File: src/rtl/pp_dma_pkg.sv
package pp_dma_pkg;
  typedef enum logic [1:0] {
    REG_CTRL     = 2'd0,
    REG_RX_BASE  = 2'd1,
    REG_TX_BASE  = 2'd2,
    REG_HALF_LEN = 2'd3
  } reg_sel_e;

  localparam int unsigned CTRL_EN      = 0;
  localparam int unsigned CTRL_CLR_IRQ = 1;
  localparam int unsigned CTRL_CLR_OVR = 2;
  localparam int unsigned CTRL_CLR_UDR = 3;
endpackage

File: src/rtl/pp_cfg_regs.sv
module pp_cfg_regs
  import pp_dma_pkg::*;
#(
  parameter int unsigned ADDR_W = 8,
  parameter int unsigned LEN_W  = 6,
  parameter int unsigned CFG_W  = 16
) (
  input  logic              clk_i,
  input  logic              rst_ni,
  input  logic              we_i,
  input  logic [1:0]        addr_i,
  input  logic [CFG_W-1:0]  wdata_i,
  output logic              en_o,
  output logic [ADDR_W-1:0] rx_base_o,
  output logic [ADDR_W-1:0] tx_base_o,
  output logic [LEN_W-1:0]  half_len_o,
  output logic              clr_irq_o,
  output logic              clr_ovr_o,
  output logic              clr_udr_o
);
  reg_sel_e sel;
  logic     ctrl_wr;

  assign sel     = reg_sel_e'(addr_i);
  assign ctrl_wr = we_i && (sel == REG_CTRL);

  assign clr_irq_o = ctrl_wr && wdata_i[CTRL_CLR_IRQ];
  assign clr_ovr_o = ctrl_wr && wdata_i[CTRL_CLR_OVR];
  assign clr_udr_o = ctrl_wr && wdata_i[CTRL_CLR_UDR];

  always_ff @(posedge clk_i or negedge rst_ni) begin
    if (!rst_ni) begin
      en_o       <= 1'b0;
      rx_base_o  <= '0;
      tx_base_o  <= '0;
      half_len_o <= '0;
    end else if (we_i) begin
      unique case (sel)
        REG_CTRL:     en_o <= wdata_i[CTRL_EN];
        REG_RX_BASE:  if (!en_o) rx_base_o  <= wdata_i[ADDR_W-1:0];
        REG_TX_BASE:  if (!en_o) tx_base_o  <= wdata_i[ADDR_W-1:0];
        REG_HALF_LEN: if (!en_o) half_len_o <= wdata_i[LEN_W-1:0];
        default: ;
      endcase
    end
  end
endmodule

File: src/rtl/pp_rx_side.sv
module pp_rx_side #(
  parameter int unsigned ADDR_W = 8,
  parameter int unsigned DATA_W = 16,
  parameter int unsigned LEN_W  = 6
) (
  input  logic              clk_i,
  input  logic              rst_ni,
  input  logic              en_i,
  input  logic              rx_valid_i,
  input  logic [DATA_W-1:0] rx_data_i,
  input  logic [ADDR_W-1:0] base_i,
  input  logic [LEN_W-1:0]  half_len_i,
  output logic              wr_o,
  output logic [ADDR_W-1:0] waddr_o,
  output logic [DATA_W-1:0] wdata_o,
  output logic              half_o,
  output logic              done_o
);
  localparam logic [LEN_W-1:0] ONE = LEN_W'(1);

  logic [LEN_W-1:0] idx;
  logic             last;

  assign last    = (idx == half_len_i - ONE);
  assign wr_o    = wr_o_q;
  assign done_o  = wr_o_q && en_i && last;
  assign waddr_o = base_i + (half_o ? ADDR_W'(half_len_i) : '0) + ADDR_W'(idx);

  logic wr_o_q;

  always_ff @(posedge clk_i or negedge rst_ni) begin
    if (!rst_ni) begin
      wr_o_q  <= 1'b0;
      wdata_o <= '0;
    end else begin
      wr_o_q <= en_i && rx_valid_i;
      if (en_i && rx_valid_i) wdata_o <= rx_data_i;
    end
  end

  always_ff @(posedge clk_i or negedge rst_ni) begin
    if (!rst_ni) begin
      idx    <= '0;
      half_o <= 1'b0;
    end else if (!en_i) begin
      idx    <= '0;
      half_o <= 1'b0;
    end else if (wr_o_q) begin
      if (last) begin
        idx    <= '0;
        half_o <= ~half_o;
      end else begin
        idx <= idx + ONE;
      end
    end
  end
endmodule

File: src/rtl/pp_tx_side.sv
module pp_tx_side #(
  parameter int unsigned ADDR_W = 8,
  parameter int unsigned DATA_W = 16,
  parameter int unsigned LEN_W  = 6
) (
  input  logic              clk_i,
  input  logic              rst_ni,
  input  logic              en_i,
  input  logic              half_i,
  input  logic              switch_i,
  input  logic              grant_i,
  input  logic [ADDR_W-1:0] base_i,
  input  logic [LEN_W-1:0]  half_len_i,
  input  logic [DATA_W-1:0] rdata_i,
  input  logic              tx_req_i,
  output logic              rd_o,
  output logic [ADDR_W-1:0] raddr_o,
  output logic [DATA_W-1:0] tx_data_o,
  output logic              udr_o
);
  localparam logic [LEN_W-1:0] ONE = LEN_W'(1);

  logic [LEN_W-1:0]  idx;
  logic              ready;
  logic              pend;
  logic [DATA_W-1:0] word_q;

  assign rd_o    = en_i && !ready && !pend && grant_i;
  assign raddr_o = base_i + (half_i ? ADDR_W'(half_len_i) : '0) + ADDR_W'(idx);
  assign udr_o   = en_i && tx_req_i && !ready;

  always_ff @(posedge clk_i or negedge rst_ni) begin
    if (!rst_ni) begin
      idx    <= '0;
      ready  <= 1'b0;
      pend   <= 1'b0;
      word_q <= '0;
    end else if (!en_i || switch_i) begin
      idx   <= '0;
      ready <= 1'b0;
      pend  <= 1'b0;
    end else begin
      pend <= rd_o;
      if (pend) begin
        word_q <= rdata_i;
        ready  <= 1'b1;
        idx    <= (idx == half_len_i - ONE) ? '0 : idx + ONE;
      end else if (tx_req_i && ready) begin
        ready <= 1'b0;
      end
    end
  end

  always_ff @(posedge clk_i or negedge rst_ni) begin
    if (!rst_ni) tx_data_o <= '0;
    else if (en_i && tx_req_i && ready) tx_data_o <= word_q;
  end
endmodule

File: src/rtl/pp_irq_flags.sv
module pp_irq_flags (
  input  logic clk_i,
  input  logic rst_ni,
  input  logic done_i,
  input  logic done_half_i,
  input  logic udr_i,
  input  logic clr_irq_i,
  input  logic clr_ovr_i,
  input  logic clr_udr_i,
  output logic irq_o,
  output logic irq_half_o,
  output logic overrun_o,
  output logic underrun_o
);
  always_ff @(posedge clk_i or negedge rst_ni) begin
    if (!rst_ni) begin
      irq_o      <= 1'b0;
      irq_half_o <= 1'b0;
      overrun_o  <= 1'b0;
      underrun_o <= 1'b0;
    end else begin
      if (done_i) begin
        irq_o      <= 1'b1;
        irq_half_o <= done_half_i;
      end else if (clr_irq_i) begin
        irq_o <= 1'b0;
      end
      if (done_i && irq_o) overrun_o <= 1'b1;
      else if (clr_ovr_i)  overrun_o <= 1'b0;
      if (udr_i)           underrun_o <= 1'b1;
      else if (clr_udr_i)  underrun_o <= 1'b0;
    end
  end
endmodule

File: src/rtl/pingpong_stream_dma.sv
module pingpong_stream_dma #(
  parameter int unsigned DATA_W = 16,
  parameter int unsigned ADDR_W = 8,
  parameter int unsigned LEN_W  = 6,
  parameter int unsigned CFG_W  = 16
) (
  input  logic              clk_i,
  input  logic              rst_ni,
  input  logic              cfg_we_i,
  input  logic [1:0]        cfg_addr_i,
  input  logic [CFG_W-1:0]  cfg_wdata_i,
  input  logic              rx_valid_i,
  input  logic [DATA_W-1:0] rx_data_i,
  input  logic              tx_req_i,
  output logic [DATA_W-1:0] tx_data_o,
  output logic              mem_we_o,
  output logic              mem_re_o,
  output logic [ADDR_W-1:0] mem_addr_o,
  output logic [DATA_W-1:0] mem_wdata_o,
  input  logic [DATA_W-1:0] mem_rdata_i,
  output logic              irq_o,
  output logic              irq_half_o,
  output logic              overrun_o,
  output logic              underrun_o,
  output logic              owned_half_o
);
  logic              en;
  logic [ADDR_W-1:0] rx_base, tx_base, rx_addr, tx_addr;
  logic [LEN_W-1:0]  half_len;
  logic              clr_irq, clr_ovr, clr_udr;
  logic              rx_wr, rx_done, half, tx_rd, tx_udr;

  pp_cfg_regs #(.ADDR_W(ADDR_W), .LEN_W(LEN_W), .CFG_W(CFG_W)) u_cfg (
    .clk_i, .rst_ni,
    .we_i(cfg_we_i), .addr_i(cfg_addr_i), .wdata_i(cfg_wdata_i),
    .en_o(en), .rx_base_o(rx_base), .tx_base_o(tx_base), .half_len_o(half_len),
    .clr_irq_o(clr_irq), .clr_ovr_o(clr_ovr), .clr_udr_o(clr_udr)
  );

  pp_rx_side #(.ADDR_W(ADDR_W), .DATA_W(DATA_W), .LEN_W(LEN_W)) u_rx (
    .clk_i, .rst_ni, .en_i(en),
    .rx_valid_i, .rx_data_i, .base_i(rx_base), .half_len_i(half_len),
    .wr_o(rx_wr), .waddr_o(rx_addr), .wdata_o(mem_wdata_o),
    .half_o(half), .done_o(rx_done)
  );

  pp_tx_side #(.ADDR_W(ADDR_W), .DATA_W(DATA_W), .LEN_W(LEN_W)) u_tx (
    .clk_i, .rst_ni, .en_i(en),
    .half_i(half), .switch_i(rx_done), .grant_i(!rx_wr),
    .base_i(tx_base), .half_len_i(half_len), .rdata_i(mem_rdata_i),
    .tx_req_i, .rd_o(tx_rd), .raddr_o(tx_addr), .tx_data_o, .udr_o(tx_udr)
  );

  pp_irq_flags u_irq (
    .clk_i, .rst_ni,
    .done_i(rx_done), .done_half_i(half), .udr_i(tx_udr),
    .clr_irq_i(clr_irq), .clr_ovr_i(clr_ovr), .clr_udr_i(clr_udr),
    .irq_o, .irq_half_o, .overrun_o, .underrun_o
  );

  // receive write owns the port; the prefetch is gated by grant_i and retried
  assign mem_we_o     = rx_wr;
  assign mem_re_o     = tx_rd;
  assign mem_addr_o   = rx_wr ? rx_addr : tx_addr;
  assign owned_half_o = half;
endmodule

File: config.mk
export PLATFORM = sky130hd
export DESIGN_NAME = pingpong_stream_dma
export DESIGN_NICKNAME = d
export VERILOG_FILES = /design/src/rtl/pp_dma_pkg.sv /design/src/rtl/pp_cfg_regs.sv /design/src/rtl/pp_rx_side.sv /design/src/rtl/pp_tx_side.sv /design/src/rtl/pp_irq_flags.sv /design/src/rtl/pingpong_stream_dma.sv
export SDC_FILE = /design/constraint.sdc
export NUM_CORES = 1
export LEC_CHECK = 0
export ABC_AREA = 1
export CAP_MARGIN = 40
export CORE_ASPECT_RATIO = 0.8
export CORE_UTILIZATION = 48
export CTS_BUF_LIST = sky130_fd_sc_hd__clkbuf_4 sky130_fd_sc_hd__clkbuf_8
export DETAILED_ROUTE_END_ITERATION = 7
export GPL_TIMING_DRIVEN = 0
export PLACE_DENSITY = 0.9
export SYNTH_ARGS = -nofsm -noshare
export SYNTH_HDL_FRONTEND = slang
export SYNTH_SLANG_ARGS = --single-unit
File: constraint.sdc
create_clock -name clk_i -period 3.04 [get_ports clk_i]
set_input_delay 0.608 -clock clk_i [delete_from_list [all_inputs] [get_ports clk_i]]
set_output_delay 0.608 -clock clk_i [all_outputs]
set_load 0.02 [all_outputs]
==> impl_metrics.tcl <==
set metrics [dict create \
    via_per_inst 5.67 \
    worstSetupEndpoint "mem_addr_o[7]" \
    overflow 0 \
    routed_wl_mm 14.5 \
    final_layout_size_suffix_gt1_frac 0.207 \
    tightestPinTransition_ps 617 \
    synth_cells 565 \
    yosys_most_used_dff "dfrtp_1" \
    first_pass_iters 8 \
    syn_nets 649 \
    drt_iter0_markers 438 \
    core-area_um2 9810 \
    ys_seq_area_frac 0.462 \
    critPathArrivalTime_ps 2960 \
    die-width_um 115 \
    path_class "register to output port" \
    drc 0 \
    start_kind "register" \
    synth_edf_count 0 \
    clockRootBuffer "clkbuf_8" \
    ios 102 \
    synth_common_cells "171 x nand2_1, 91 x dfrtp_1, 48 x inv_1" \
    violations "setup timing" \
    cpMostUsedCell "nand2_2" \
    ys_types 34 \
    n_antenna_cell 0 \
    hpwlAfterDp_mm 9.46 \
    placedCellCount 795 \
    cts_tree "done" \
    dieHeight_um 92.6 \
    finalPower_mw 4.60 \
    slowest_stage "dfrtp_2" \
    area_growth_pct 35.9 \
    fin_crit_ps 3560 \
    fin_ws_ps -524 \
    num_rows 32 \
    period_share 1.17 \
    place.gp.congestion 0.870 \
    grt_usage 0.277 \
    cts_sinks 91 \
    dieArea_um2 10700 \
    netlist_area_um2 4930 \
    finalNonFillerCells 826 \
    drv_slew 0 \
    clock_latency_ps 370 \
    grt_antenna_before_repair 0 \
    ys_top_cells_by_area "dfrtp_1 46%, nand2_1 13%, ha_1 5.3%" \
    postRouteAntennaNets 0 \
    relSlewSlack 0.589 \
    finalSetupViolations 7 \
    cp-startpoint "u_rx.half_o" \
    htree_num_levels 3 \
    skew_ps 9.38 \
    netlist.top_cell.by_area "dfrtp_1" \
    synth.most_common_cell "nand2_1" \
    nets 769 \
    worstPathCellList "nand2_2, xor2_1, inv_1, ha_4, ha_4, fa_2, nand3_2, nand3_2, nand2_2, nand2_1, a21o_1, a21oi_2, o21ai_1, nand2_2, buf_6" \
    leakagePower_nw 3.27 \
    holdBufCountCts 0 \
    fin_area_um2 6700 \
    r2r_slack_ps 640 \
    yosys.area.top_type_share 0.462 \
    powerDensity_nw_per_um2 687 \
    slowest_delay_ps 490 \
    post-place-ws_ps -741 \
    grt_pass1_wl_mm 22.9 \
    grt_max_degree 52 \
    max_cap_violations 0 \
    syn_avg_cell_area_um2 8.72 \
    initial_core_util 0.502 \
    synth_seq_cells 91 \
    ctsLongestPathBuffers 2 \
    dpl_cell_area_um2 6060 \
    r2r_cells 13 \
    reg2reg_to "u_tx.word_q[3]" \
    io_buffers 93 \
    cp.required_ps 2430 \
    status "finished with violations" \
    wl_per_cell_um 17.6 \
    utilization 0.683 \
    path_max_fanout 4 \
    clkTransAtPathRegs_ps 90 \
    max_clock_freq_mhz 281 \
    max-vdd-ir-drop_uv 437 \
    numCtsBuffers 9 \
    num_vias 4682 \
    async_flop_share 1.00 \
    final_hold_viol_count 0 \
    yosysWarnings 0 \
    end_kind "output port" \
    holdCritPathClass "input pin to asynchronous set/reset pin" \
    rsz0062_at_grt "yes" \
    r2r_start "u_cfg.half_len_o[0]" \
    grt_pass1_vias 4711 \
]
state kept, by name, summed over array words and instances, names as in the netlist, 6 cells and up:
| signal | count |
|---|---|
| u_rx.wdata_o | 16 |
| u_tx.idx | 6 |
| u_tx.word_q | 16 |
| u_cfg.half_len_o | 6 |
| u_cfg.rx_base_o | 8 |
| u_rx.idx | 6 |
| u_tx.tx_data_o | 16 |
| u_cfg.tx_base_o | 8 |
timing repair:
action	4_1_cts	5_1_grt
setup endpoints to repair	8	8
pin swaps	21	9
cloned	0	0
hold endpoints to repair	0	0
resized for setup	73	18
setup buffers	11	4
layout by cell type (no fill, tap or decap), types with 6 or more instances in the layout:
cell / count
ha_1: 8
o21ai_0: 29
clkdlybuf4s50_1: 85
nand4_1: 22
inv_1: 45
nor3_1: 6
nor2_1: 15
nand2_2: 25
clkbuf_8: 12
nand3_1: 39
buf_4: 18
a21oi_1: 11
buf_2: 11
dfrtp_1: 89
xor2_1: 10
mux2_2: 16
fa_1: 6
ha_4: 13
nand2_1: 159
area by class of cell:
type	instances	area [um2]
flip-flops and latches	91	2280
multi-input cells	402	2630
plain buffers	19	118
clock inverters	5	82.6
fillers	678	3110
inverters	53	200
clock buffers	11	151
repair buffers	109	1060
well taps	136	170
worst min-delay path by stage:
stage,startpoint,end,slack [ps],depth (start not counted)
final,rst_ni,u_rx.idx[4],220,1
after global routing,rst_ni,u_cfg.rx_base_o[2],260,1
after CTS,rst_ni,u_rx.idx[2],240,1
after detailed placement,u_tx.word_q[1],u_tx.word_q[1],460,2
after global placement,u_tx.word_q[0],u_tx.word_q[0],450,2
after floorplan,rst_ni,u_cfg.en_o,310,0
per-stage QoR:
step | setup TNS (ps) | hold slack, ps
after detailed placement | -2340 | 462
after floorplan | 0 | 312
after global routing | -2670 | 256
final | -1780 | 220
after CTS | -973 | 237
after global placement | -166640 | 455
worst max-delay path: cells and delay by family (launching register included):
kind,cells,cell delay [ps]
AO/OA/AOI/OAI,3,410
XOR/XNOR,1,180
adder cells (fa/ha/maj),3,760
buffers and inverters,2,200
flip-flops,1,490
AND/OR/NAND/NOR,6,550
layer usage:
layer | part of all wire | wire length [um] | up-vias | global-route usage
met1 | 0.40 | 5780 | 2248 | 0.349
met2 | 0.47 | 6820 | 288 | 0.450
met4 | 0.041 | 591 | 0 | 0.108
met5 | 0 | 0 | - | 0
met3 | 0.091 | 1320 | 61 | 0.0792
li1 | - | - | 2085 | -
where the power goes:
part | internal, mW | leakage [nW] | switching [mW] | total, mW
combinational | 0.827 | 1.99 | 1.01 | 1.83
sequential | 1.56 | 1.16 | 0.266 | 1.82
clock | 0.511 | 0.120 | 0.434 | 0.945
total | 2.90 | 3.27 | 1.71 | 4.60
kinds of logic after synthesis:
| group | synth area share |
|---|---|
| AO/OA/AOI/OAI | 0.0658 |
| flip-flops | 0.462 |
| multiplexers | 0.0386 |
| buffers and inverters | 0.0625 |
| adder cells (fa/ha/maj) | 0.0858 |
| XOR/XNOR | 0.0284 |
| AND/OR/NAND/NOR | 0.257 |
Note: power is estimated with default switching activity, not from simulation.
